**config.mk**
```make
export PLATFORM = sky130hd
export DESIGN_NAME = fwd_interlock_unit
export DESIGN_NICKNAME = d
export VERILOG_FILES = /design/src/rtl/fwd_pkg.sv /design/src/rtl/fwd_operand_sel.sv /design/src/rtl/fwd_loaduse_detect.sv /design/src/rtl/fwd_interlock_unit.sv
export SDC_FILE = /design/constraint.sdc
export NUM_CORES = 1
export LEC_CHECK = 0
export BUFFER_PORTS_ARGS = -buffer_cell sky130_fd_sc_hd__clkbuf_2
export CAP_MARGIN = 5
export CORE_AREA = 4 4 42 44
export DETAILED_ROUTE_END_ITERATION = 6
export DIE_AREA = 0 0 46 48
export PLACE_DENSITY = 0.78
export REMOVE_ABC_BUFFERS = 1
export SETUP_SLACK_MARGIN = 0.5
export SYNTH_ARGS = -nofsm -noshare
export SYNTH_HDL_FRONTEND = slang
export SYNTH_SLANG_ARGS = --single-unit
```
**constraint.sdc**
```tcl
create_clock -name vclk -period 1.3
set_input_delay 0.065 -clock vclk [all_inputs]
set_output_delay 0.065 -clock vclk [all_outputs]
set_load 0.1 [all_outputs]
```
**src/rtl/fwd_pkg.sv**
```systemverilog
package fwd_pkg;

    typedef enum logic [1:0] {
        SRC_REGFILE = 2'b00,
        SRC_LATEWB  = 2'b01,
        SRC_EARLY   = 2'b10
    } opnd_src_e;

    localparam int NUM_OPND = 2;

    function automatic logic live_write(input logic valid, input logic wen);
        return valid & wen;
    endfunction

endpackage

```
**src/rtl/fwd_operand_sel.sv**
```systemverilog
module fwd_operand_sel
    import fwd_pkg::*;
#(
    parameter int REG_W = 5
) (
    input  logic             clk,
    input  logic             rst,
    input  logic [REG_W-1:0] src,
    input  logic             early_live,
    input  logic [REG_W-1:0] early_rd,
    input  logic             late_live,
    input  logic [REG_W-1:0] late_rd,
    output opnd_src_e        sel
);
    localparam logic [REG_W-1:0] ZERO_REG = '0;

    logic src_nz;
    logic hit_early;
    logic hit_late;

    always_comb begin
        src_nz    = (src != ZERO_REG);
        hit_early = src_nz && early_live && (early_rd == src);
        hit_late  = src_nz && late_live  && (late_rd  == src);
        if (hit_early)
            sel = SRC_EARLY;
        else if (hit_late)
            sel = SRC_LATEWB;
        else
            sel = SRC_REGFILE;
    end

    // the code 11 must never leave this block
    a_r1_code_legal: assert property (@(posedge clk) disable iff (rst)
        sel != 2'b11);

    // register 0 always reads the register file
    a_r5_zero_regfile: assert property (@(posedge clk) disable iff (rst)
        (src == ZERO_REG) |-> (sel == SRC_REGFILE));

    // the younger writer takes priority over the older one
    a_r4_younger_wins: assert property (@(posedge clk) disable iff (rst)
        (early_live && late_live && early_rd == late_rd && early_rd == src && src != ZERO_REG)
        |-> (sel == SRC_EARLY));

endmodule

```
**src/rtl/fwd_loaduse_detect.sv**
```systemverilog
module fwd_loaduse_detect
    import fwd_pkg::*;
#(
    parameter int REG_W = 5
) (
    input  logic             clk,
    input  logic             rst,
    input  logic             dec_valid,
    input  logic [REG_W-1:0] dec_rs,
    input  logic             dec_rs_used,
    input  logic [REG_W-1:0] dec_rt,
    input  logic             dec_rt_used,
    input  logic             exe_valid,
    input  logic             exe_wen,
    input  logic             exe_load,
    input  logic [REG_W-1:0] exe_rd,
    output logic             stall
);
    localparam logic [REG_W-1:0] ZERO_REG = '0;

    logic load_live;
    logic rs_dep;
    logic rt_dep;

    always_comb begin
        load_live = live_write(exe_valid, exe_wen) && exe_load && (exe_rd != ZERO_REG);
        rs_dep    = dec_rs_used && (dec_rs == exe_rd);
        rt_dep    = dec_rt_used && (dec_rt == exe_rd);
        stall     = dec_valid && load_live && (rs_dep || rt_dep);
    end

    // only a load in decode/execute can stall
    a_r9_load_only: assert property (@(posedge clk) disable iff (rst)
        stall |-> (exe_load && exe_valid && exe_wen));

    // a load to register 0 never stalls
    a_r5_zero_nostall: assert property (@(posedge clk) disable iff (rst)
        (exe_rd == ZERO_REG) |-> !stall);

    // an unread source match alone never stalls
    a_r8_unused_src: assert property (@(posedge clk) disable iff (rst)
        (!dec_rs_used && !dec_rt_used) |-> !stall);

endmodule

```
**src/rtl/fwd_interlock_unit.sv**
```systemverilog
module fwd_interlock_unit
    import fwd_pkg::*;
#(
    parameter int REG_W = 5
) (
    input  logic             clk,
    input  logic             rst,
    input  logic             dec_valid,
    input  logic [REG_W-1:0] dec_rs,
    input  logic             dec_rs_used,
    input  logic [REG_W-1:0] dec_rt,
    input  logic             dec_rt_used,
    input  logic             exe_valid,
    input  logic             exe_wen,
    input  logic             exe_load,
    input  logic [REG_W-1:0] exe_rd,
    input  logic [REG_W-1:0] exe_rs,
    input  logic [REG_W-1:0] exe_rt,
    input  logic             mem_valid,
    input  logic             mem_wen,
    input  logic [REG_W-1:0] mem_rd,
    input  logic             wb_valid,
    input  logic             wb_wen,
    input  logic [REG_W-1:0] wb_rd,
    output logic [1:0]       sel_a,
    output logic [1:0]       sel_b,
    output logic             freeze_front,
    output logic             bubble_exe
);
    logic             early_live;
    logic             late_live;
    logic [REG_W-1:0] opnd_src [NUM_OPND];
    opnd_src_e        opnd_sel [NUM_OPND];
    logic             lu_stall;

    assign early_live  = live_write(mem_valid, mem_wen);
    assign late_live   = live_write(wb_valid, wb_wen);
    assign opnd_src[0] = exe_rs;
    assign opnd_src[1] = exe_rt;

    for (genvar g = 0; g < NUM_OPND; g++) begin : g_opnd
        fwd_operand_sel #(.REG_W(REG_W)) u_sel (
            .clk        (clk),
            .rst        (rst),
            .src        (opnd_src[g]),
            .early_live (early_live),
            .early_rd   (mem_rd),
            .late_live  (late_live),
            .late_rd    (wb_rd),
            .sel        (opnd_sel[g])
        );
    end

    fwd_loaduse_detect #(.REG_W(REG_W)) u_lu (
        .clk         (clk),
        .rst         (rst),
        .dec_valid   (dec_valid),
        .dec_rs      (dec_rs),
        .dec_rs_used (dec_rs_used),
        .dec_rt      (dec_rt),
        .dec_rt_used (dec_rt_used),
        .exe_valid   (exe_valid),
        .exe_wen     (exe_wen),
        .exe_load    (exe_load),
        .exe_rd      (exe_rd),
        .stall       (lu_stall)
    );

    assign sel_a        = opnd_sel[0];
    assign sel_b        = opnd_sel[1];
    assign freeze_front = lu_stall;
    assign bubble_exe   = lu_stall;

    // with no live writer downstream, both operands read the register file
    a_r6_no_writer: assert property (@(posedge clk) disable iff (rst)
        (!early_live && !late_live) |-> (sel_a == 2'b00 && sel_b == 2'b00));

    // an invalid decode slot never freezes the front end
    a_r7_invalid_dec: assert property (@(posedge clk) disable iff (rst)
        !dec_valid |-> (!freeze_front && !bubble_exe));

endmodule

```
Yosys cells after proc, flatten, opt, wreduce, memory -nomap -nowiden
Index checks and enable logic that the tools add are counted.
{"block": "op_classes", "n_mux": 4, "n_eq_ne": 6, "n_lt_le_gt_ge": 0, "n_reduce_logical": 18, "n_addsub": 0, "mul": 0, "n_bitwise": 3, "shift": 0, "n_div": 0}
{"op": "== test 5 bit", "n": 6}
{"op": "nonzero test 5 bit", "n": 3}
{"op": "logical AND 1 bit", "n": 14}
{"op": "two-way mux 2 bit", "n": 2}
{"op": "bitwise AND 1 bit", "n": 3}
{"op": "two-way mux 1 bit", "n": 2}
{"op": "logical OR 1 bit", "n": 1}
{"block": "totals", "mem_bits_rw": 0, "n_memories": 0, "register_bits": 0, "mem_bits_ro": 0, "latchBits": 0}

Depth between registers and ports, before layout
Gate-level depths: netlist of run 1.
{"block": "depth", "word_depth": 5, "mapped_depth": 5, "ltp_nobuf": 4}

By module
A second synthesis of run 1 with hierarchy kept.
{"block": "hier_totals", "hier_cells": 59, "hier_area_um2": 452.9}
{"mod": "fwd_operand_sel", "area_each_um2": 146.4, "cells_each": 19, "instances": 2}
{"mod": "fwd_loaduse_detect", "area_each_um2": 140.1, "cells_each": 18, "instances": 1}
{"mod": "fwd_interlock_unit", "area_each_um2": 20.0, "cells_each": 3, "instances": 1}

Least setup slack after synthesis of run 1
No wires, ideal clock.
{"block": "synth_timing", "path_type": "input to output", "start": "input port exe_rd[2]", "end": "output port freeze_front", "slack_ns": -2.310, "n_path_buf": 1, "t_arrival_ns": 3.545, "cell_stages": 5, "path_cell_list": "xor2_1 > nor4_1 > nand3_1 > a221oi_1 > buf_4"}
{"block": "synth_between", "elab_chain_len": 4, "word_cells_on_any_way": 9}
{"item": "start, declared", "line_no": "fwd_interlock_unit.sv:16", "text": "input logic [REG_W-1:0] exe_rd,"}
{"item": "== test 5 bit, or another cell as far along", "line_no": "fwd_loaduse_detect.sv:27", "text": "rs_dep = dec_rs_used && (dec_rs == exe_rd);"}
{"item": "logical AND 1 bit, on equally long branches", "line_no": "fwd_loaduse_detect.sv:27, fwd_loaduse_detect.sv:26, fwd_loaduse_detect.sv:28"}
{"item": "logical OR 1 bit / logical AND 1 bit (equally long branches)", "line_no": "fwd_loaduse_detect.sv:29", "text": "stall = dec_valid && load_live && (rs_dep || rt_dep);"}
{"item": "logical AND 1 bit *", "line_no": "fwd_loaduse_detect.sv:29"}
{"item": "end, declared", "line_no": "fwd_interlock_unit.sv:27", "text": "output logic freeze_front,"}
Mark *: on every way between the ends. The rest lies on a longest branch, timed or not.

Worst setup path after layout of run 1
{"block": "layout_timing", "start": "input port exe_rt[1]", "end": "output port sel_b[0]"}
{"block": "layout_between", "elab_chain_len": 5, "word_cells_on_any_way": 9}
{"item": "start, declared", "line_no": "fwd_interlock_unit.sv:18", "text": "input logic [REG_W-1:0] exe_rt,"}
{"item": "nonzero test 5 bit", "line_no": "fwd_operand_sel.sv:22", "text": "src_nz = (src != ZERO_REG);"}
{"item": "logical AND 1 bit (2 in series)", "line_no": "fwd_operand_sel.sv:24", "text": "hit_late = src_nz && late_live && (late_rd == src);"}
{"item": "two-way mux 1 bit", "line_no": "fwd_operand_sel.sv:27", "text": "else if (hit_late)"}
{"item": "two-way mux 2 bit *", "line_no": "fwd_operand_sel.sv:25", "text": "if (hit_early)"}
{"item": "end, declared", "line_no": "fwd_interlock_unit.sv:26", "text": "output logic [1:0] sel_b,"}
Marks and branches as above.

==> results of run 1 <==
cells in the final DEF, fill, tap and decap left out:
| cell | instances |
|---|---|
| a221o_2 | 1 |
| a221oi_2 | 1 |
| nand3_1 | 4 |
| nor2_4 | 2 |
| buf_6 | 8 |
| nor4_4 | 2 |
| nor4_1 | 1 |
| nand4_1 | 4 |
| nor3_1 | 1 |
| clkbuf_2 | 40 |
| or4_4 | 2 |
| xor2_1 | 8 |
| nand2_1 | 2 |
| o221ai_2 | 1 |
| nor2_1 | 1 |
| nor4_2 | 3 |
| xnor2_2 | 3 |
| buf_4 | 12 |
| xor2_2 | 1 |
| clkbuf_8 | 1 |
| buf_12 | 6 |
| inv_1 | 2 |
| xnor2_1 | 16 |
area by class of cell:
type	instances	area, um2
inverters	2	7.507
well taps	16	20.02
multi-input cells	53	509.2
fillers	105	385.4
repair buffers	67	514.2
layer usage:
layer  track usage (%)  up-vias  routed length (um)
met3             1.880        0                 252
met4                 0        0                   0
li1                  -      336                   -
met2             32.69       47                 883
met1             15.69      293                 609
met5                 0        -                   0
stage by stage:
stage	std cells	util [%]	worst slack, ns	total power [mW]	hold slack, ns
after CTS	137	66.99	-0.2282	0.2659	0.5059
after floorplan	55	-	-3.831	0.1065	0.3856
after detailed placement	137	64.63	-0.2203	0.2540	0.5037
after global routing	138	73.17	-0.2594	0.3172	0.5190
after global placement	137	64.63	-0.2031	0.2448	0.5072
final	138	73.17	-0.2033	0.2951	0.5004
cells by family (layout without fill, tap and decap cells):
kind of cell | count (synthesis) | after routing | share of synthesized area (%)
buffers and inverters | 5 | 69 | 6.349
AND/OR/NAND/NOR | 22 | 22 | 35.71
XOR/XNOR | 28 | 28 | 51.85
AO/OA/AOI/OAI | 3 | 3 | 6.085
cell usage after synthesis, drive strengths merged:
cell type	instances
nor3	1
nand2	2
or4	2
xor2	9
xnor2	19
a221oi	1
nand3	4
nor4	6
nor2	3
a221o	1
o221ai	1
nand4	4
inv	2
buf	3
worst max-delay path: stages:
cell	delay, ns
clkbuf_2	0.09
or4_4	0.53
nor2_4	0.11
nor4_2	0.06
nor4_2	0.36
buf_12	0.22
power breakdown:
group,switching (mW),internal [mW]
Combinational,0.132,0.163
Clock,0,0
Sequential,0,0
Total,0.132,0.163
worst max-delay path by stage:
stage | start | end | slack [ns]
3_3_place_gp | exe_rs[0] | sel_a[0] | -0.20
2_1_floorplan | exe_rd[2] | bubble_exe | -3.83
3_5_place_dp | exe_rs[0] | sel_a[0] | -0.22
4_1_cts | exe_rs[0] | sel_a[0] | -0.23
6_report | exe_rt[1] | sel_b[0] | -0.20
5_1_grt | exe_rt[1] | sel_b[0] | -0.26
repair_timing:
action,in CTS,in global routing
gates resized for setup,5,19
endpoints found under the setup margin,6,6
endpoints found under the hold margin,0,0
setup buffers,0,1
pin swaps,8,7
==> results.py, run 1 <==
metrics = {
    "status": {
        "status": "finished, violations left",
        "violations": "negative setup slack",
    },
    "hold_path": {
        "hold_class": "input port to primary output",
        "min_from": "wb_wen",
        "min_path_cells": 4,
        "hold_end": "sel_b[0]",
    },
    "timing": {
        "worst_slew_pin_slew_ns": 0.3340,
        "slew_violations": 0,
        "final-setup-viol-count": 5,
        "post-route-period-util_pct": 115.6,
        "fmax_mhz": 665.2,
        "post-route-min-period_ns": 1.503,
        "rsz0062_at_grt": "true",
        "fin_ws_ns": -0.2033,
        "setup_tns_ns": -0.7328,
        "report.final.hold_viol_count": 0,
        "slew_headroom_pct": 77.55,
    },
    "cells_and_area": {
        "nets": 171,
        "flops_and_latches": 0,
        "design_area_um2": 1051,
        "final-seq-area_um2": 0,
        "clkbuf_count": 0,
        "drive_gt1_share_pct": 68.03,
        "antenna_cells": 0,
        "syn2layout_area_growth_pct": 122.2,
    },
    "flow_run": {
        "cap_violations": 0,
    },
    "place": {
        "placed_area_um2": 928.4,
        "port_buffers": 51,
        "dp_hpwl_mm": 1.562,
        "globalplace.congestion": 0.7431,
    },
    "floorplan": {
        "row_count": 14,
        "start_util_pct": 32.93,
        "die_x_um": 46,
        "coreArea_um2": 1436,
        "pin_count": 53,
        "die_h_um": 48,
        "die-area_um2": 2208,
    },
    "power_and_ir_drop": {
        "ir_drop_mv": 0.1968,
        "p_per_area_nw_per_um2": 280.8,
        "power_leakage_nw": 0.4689,
    },
    "setup_path": {
        "cp_max_fo": 2,
        "path_class": "input port to primary output",
        "crit_arrival_ns": 1.44,
        "startpoint_type": "input port",
        "worst_ep_required_time_ns": 1.24,
        "crit_path_end_kind": "primary output",
    },
    "logic_synthesis": {
        "ys_types": 16,
        "yosys_warnings": 0,
        "avgSynthCellArea_um2": 8.154,
        "yosys-top-cells-area": "xnor2_1 35%, xor2_1 17%, nor4_2 11%",
        "synth_cells": 58,
        "synth_area_um2": 473.0,
        "synth_top_cell_by_area": "xnor2_1",
        "synth_top_area_share_pct": 35.19,
        "ys_seq_area_share_pct": 0,
    },
    "detailed_routing": {
        "via_per_inst": 4.899,
        "ant_nets": 0,
        "dr.pass1.iters": 4,
        "drt_iter0_markers": 3,
        "vias": 676,
        "wl_per_cell_um": 12.64,
        "drt-total-wl_mm": 1.745,
        "route.detailed.drc": 0,
    },
    "global_route": {
        "grt-ovfl-total": 0,
        "grt_pass1_vias": 663,
        "antenna_found_initial": 0,
        "track_usage_pct": 15.02,
        "grt_max_degree": 4,
        "grt_pass1_wl_mm": 2.477,
    },
    "clock_tree": {
        "postCtsHoldBufs": 0,
    },
}
No activity file was read; power rests on OpenSTA's default activity.
==> run 2, diff against run 1 <==
--- a/config.mk
+++ b/config.mk
@@ -7,10 +7,12 @@
 export LEC_CHECK = 0
 export BUFFER_PORTS_ARGS = -buffer_cell sky130_fd_sc_hd__clkbuf_2
 export CAP_MARGIN = 5
-export CORE_AREA = 4 4 42 44
+export CELL_PAD_IN_SITES_DETAIL_PLACEMENT = 1
+export CELL_PAD_IN_SITES_GLOBAL_PLACEMENT = 2
+export CORE_AREA = 4 4 60 62
 export DETAILED_ROUTE_END_ITERATION = 6
-export DIE_AREA = 0 0 46 48
-export PLACE_DENSITY = 0.78
+export DIE_AREA = 0 0 64 66
+export PLACE_DENSITY = 0.77
 export REMOVE_ABC_BUFFERS = 1
 export SETUP_SLACK_MARGIN = 0.5
 export SYNTH_ARGS = -nofsm -noshare
==> results.py, run 2 (synthesis results as in run 1) <==
metrics = {
    "cells_and_area": {
        "nets": 175,
        "antenna_cells": 0,
        "syn2layout_area_growth_pct": 141.3,
        "mostFrequentLayoutCells": "40 x clkbuf_2, 19 x buf_4, 14 x xnor2_1",
        "flops_and_latches": 0,
        "final_util_pct": 37.69,
        "drive_gt1_share_pct": 72.22,
        "fin_cells": 170,
        "final_common_cell": "clkbuf_2",
        "clkbuf_count": 0,
        "final-seq-area_um2": 0,
    },
    "setup_path": {
        "cp_max_fo": 2,
        "startpoint_type": "input port",
        "crit_path_end_kind": "primary output",
        "path_class": "input port to primary output",
        "worst_ep_required_time_ns": 1.24,
        "crit_arrival_ns": 1.49,
    },
    "power_and_ir_drop": {
        "finalPower_mw": 0.3162,
        "p_per_area_nw_per_um2": 277.1,
        "ir_drop_mv": 0.1162,
        "power_leakage_nw": 0.5021,
    },
    "timing": {
        "post-route-period-util_pct": 119.8,
        "rsz0062_at_grt": "true",
        "fmax_mhz": 641.8,
        "slew_violations": 0,
        "post-route-min-period_ns": 1.558,
        "setup_tns_ns": -0.7216,
        "final-setup-viol-count": 5,
        "slew_headroom_pct": 76.29,
        "worst_slew_pin_slew_ns": 0.3528,
        "fin_ws_ns": -0.2580,
        "report.final.hold_viol_count": 0,
    },
    "detailed_routing": {
        "drt_iter0_markers": 9,
        "wl_per_cell_um": 14.02,
        "via_per_inst": 4.224,
        "dr.pass1.iters": 3,
        "drt-total-wl_mm": 2.384,
        "vias": 718,
        "route.detailed.drc": 0,
        "ant_nets": 0,
    },
    "floorplan": {
        "die_x_um": 64,
        "row_count": 20,
        "die-area_um2": 4224,
        "start_util_pct": 15.62,
        "coreArea_um2": 3028,
        "pin_count": 53,
        "die_h_um": 66,
    },
    "global_route": {
        "grt_pass1_vias": 849,
        "track_usage_pct": 11.23,
        "antenna_found_initial": 0,
        "grt-ovfl-total": 0,
        "grt_max_degree": 4,
        "grt_pass1_wl_mm": 3.760,
    },
    "hold_path": {
        "hold_class": "input port to primary output",
        "min_path_cells": 4,
        "hold_end": "sel_b[0]",
        "min_from": "wb_wen",
    },
    "place": {
        "pre_cts_ws_ns": -0.2682,
        "globalplace.congestion": 0.8116,
        "dp_cells": 167,
        "port_buffers": 51,
        "dp_hpwl_mm": 2.091,
    },
    "status": {
        "status": "finished, violations left",
        "violations": "negative setup slack",
    },
    "clock_tree": {
        "postCtsHoldBufs": 0,
    },
    "flow_run": {
        "cap_violations": 0,
    },
}
[run 2: cell count changes in the layout (fill, tap and decap cells not counted)]
cell,previous run,this run
buf_4,12,19
buf_6,8,3
buf_8,0,1
clkbuf_8,1,2
xnor2_1,16,14
xnor2_2,3,5
xor2_1,8,6
xor2_2,1,3
[run 2: how the worst max path moves through the flow]
stage | endpoint | cells past startpoint | startpoint | slack [ns]
global route | sel_b[0] | 6 | exe_rt[1] | -0.33
floorplan | bubble_exe | 4 | exe_rd[2] | -3.83
finish | sel_b[0] | 6 | exe_rt[1] | -0.26
global placement | sel_b[0] | 6 | exe_rt[1] | -0.24
detailed placement | sel_b[0] | 6 | exe_rt[1] | -0.27
CTS | sel_b[0] | 6 | exe_rt[1] | -0.27
[run 2: power breakdown]
part           switching [mW]  internal, mW
Combinational           0.144         0.172
Sequential                  0             0
Clock                       0             0
[run 2: timing repair]
| action | 4_1_cts | 5_1_grt |
|---|---|---|
| gates resized for setup | 12 | 11 |
| pin swaps | 10 | 3 |
| endpoints found under the setup margin | 6 | 6 |
| buffers inserted | 1 | 2 |
[run 2: final cells by class]
class / instances / area (um2)
tap: 44 / 55.05
fill: 364 / 1887
timing repair buffer: 71 / 539.3
inverter: 2 / 7.507
multi-input combinational: 53 / 539.3
[run 2: critical path, cell delays in order]
cell and delay, ns:
clkbuf_2 0.09, or4_4 0.56, nor2_4 0.11, nor4_2 0.07
nor4_2 0.37, buf_12 0.22
[run 2: routing by layer]
layer	GRT usage, %	share of wire, %
met5	0	0
met4	3.235	2.8
met3	4.252	14
met2	22.71	52
met1	10.21	31
[run 2: per-stage QoR]
| stage | instance area [um2] | hold slack [ns] |
|---|---|---|
| after floorplan | 450.4 | 0.3856 |
| after global placement | 978.4 | 0.5244 |
| after CTS | 1076 | 0.5241 |
| after global routing | 1141 | 0.5368 |
| final | 1141 | 0.5276 |
| after detailed placement | 978.4 | 0.5162 |
==> run 3, diff against run 2 <==
==> constraint.sdc (replaced) <==
create_clock -name vclk -period 1.5
set_input_delay 0.075 -clock vclk [all_inputs]
set_output_delay 0.075 -clock vclk [all_outputs]
set_load 0.1 [all_outputs]
==> results.py, run 3 (synthesis results as in run 1) <==
metrics = {
    "timing": {
        "worst_slew_pin_slew_ns": 0.3439,
        "slew_violations": 0,
        "final-setup-viol-count": 2,
        "post-route-period-util_pct": 104.8,
        "fin_ws_ns": -0.07242,
        "fmax_mhz": 636.0,
        "report.final.hold_viol_count": 0,
        "slew_headroom_pct": 76.88,
        "post-route-min-period_ns": 1.572,
        "rsz0062_at_grt": "true",
    },
    "status": {
        "status": "finished, violations left",
        "violations": "negative setup slack",
    },
    "place": {
        "port_buffers": 51,
        "dp_cells": 165,
        "globalplace.congestion": 0.8433,
        "dp_hpwl_mm": 2.045,
    },
    "cells_and_area": {
        "flops_and_latches": 0,
        "antenna_cells": 0,
        "final_util_pct": 36.49,
        "mostFrequentLayoutCells": "39 x clkbuf_2, 16 x buf_4, 14 x xnor2_1",
        "syn2layout_area_growth_pct": 133.6,
        "clkbuf_count": 0,
        "fin_cells": 167,
        "final-seq-area_um2": 0,
        "final_common_cell": "clkbuf_2",
        "nets": 172,
        "multi_input_area_um2": 523.0,
        "drive_gt1_share_pct": 71.54,
        "fillerInstances": 366,
    },
    "global_route": {
        "track_usage_pct": 10.73,
        "grt-ovfl-total": 0,
        "antenna_found_initial": 0,
        "grt_max_degree": 4,
        "grt_pass1_vias": 846,
        "grt_pass1_wl_mm": 3.705,
    },
    "detailed_routing": {
        "via_per_inst": 4.246,
        "wl_per_cell_um": 14.01,
        "drt_iter0_markers": 8,
        "vias": 709,
        "drt-total-wl_mm": 2.339,
        "route.detailed.drc": 0,
        "ant_nets": 0,
        "dr.pass1.iters": 2,
    },
    "setup_path": {
        "cp_max_fo": 2,
        "cp-startpoint": "exe_rs[0]",
        "crit_arrival_ns": 1.50,
        "crit_path_end_kind": "primary output",
        "startpoint_type": "input port",
        "path_class": "input port to primary output",
        "worst_ep_required_time_ns": 1.42,
    },
    "flow_run": {
        "cap_violations": 0,
    },
    "power_and_ir_drop": {
        "internal-power_mw": 0.1450,
        "p_clk_share_pct": 0,
        "comb_power_share_pct": 100.0,
        "p_seq_share_pct": 0,
        "ir_drop_mv": 0.09210,
        "swShare_pct": 45.44,
        "p_switching_mw": 0.1208,
        "p_per_area_nw_per_um2": 240.5,
        "power_leakage_nw": 0.4851,
    },
    "floorplan": {
        "die_x_um": 64,
        "start_util_pct": 15.62,
        "die-area_um2": 4224,
        "row_count": 20,
        "die_h_um": 66,
        "pin_count": 53,
        "coreArea_um2": 3028,
    },
    "hold_path": {
        "hold_end": "sel_b[0]",
        "min_path_cells": 4,
        "min_from": "wb_wen",
        "hold_class": "input port to primary output",
    },
}
==> run 3: worst max path at each step <==
stage / endpoint / slack [ns] / cells after the start
after floorplan: bubble_exe / -3.65 / 4
final: sel_a[0] / -0.07 / 7
after global routing: sel_a[0] / -0.16 / 7
after detailed placement: bubble_exe / -0.07 / 7
after CTS: sel_b[0] / -0.06 / 6
after global placement: sel_b[0] / -0.03 / 6
==> run 3: final cells by class <==
type                            count  share of cell area (%)
Inverter                            2                  0.6795
Multi-Input combinational cell     53                   47.34
Tap cell                           44                   4.983
Timing Repair Buffer               68                   47.00
==> run 3: layer usage <==
layer | global-route usage (%) | wire length (um) | up-vias
met4 | 0 | 0 | 0
met1 | 10.80 | 773 | 322
li1 | - | - | 336
met5 | 0 | 0 | -
met3 | 3.741 | 319 | 0
met2 | 22.06 | 1246 | 51
==> run 3: timing repair <==
item	CTS	global route
setup endpoints to repair	6	6
cloned	0	0
hold buffers	0	0
endpoints found under the hold margin	0	0
pin swaps	7	7
setup buffers	1	1
gates resized for setup	9	16
==> run 3: metrics by stage <==
stage	worst slack [ns]	cell area (um2)	setup TNS (ns)	hold slack, ns	power [mW]
floorplan	-3.651	450.4	-11.85	0.4056	0.09231
detailed placement	-0.07282	963.4	-0.2162	0.5377	0.2241
global route	-0.1641	1105	-0.3813	0.5696	0.2875
finish	-0.07242	1105	-0.1178	0.5342	0.2658
CTS	-0.06265	1037	-0.1158	0.5417	0.2463
global placement	-0.02981	963.4	-0.05845	0.5288	0.2162
==> run 3: worst max-delay path: stages <==
cell	delay (ns)
buf_6	0.10
or4_4	0.54
nor2_4	0.13
nor4_4	0.06
nor4_2	0.26
buf_4	0.17
buf_12	0.17
==> run 3: power by group through the flow <==
stage / Sequential, mW / Combinational, mW / Clock (mW)
4_1_cts: 0 / 0.246 / 0
6_report: 0 / 0.266 / 0
3_5_place_dp: 0 / 0.224 / 0
2_1_floorplan: 0 / 0.0923 / 0
3_3_place_gp: 0 / 0.216 / 0
5_1_grt: 0 / 0.287 / 0
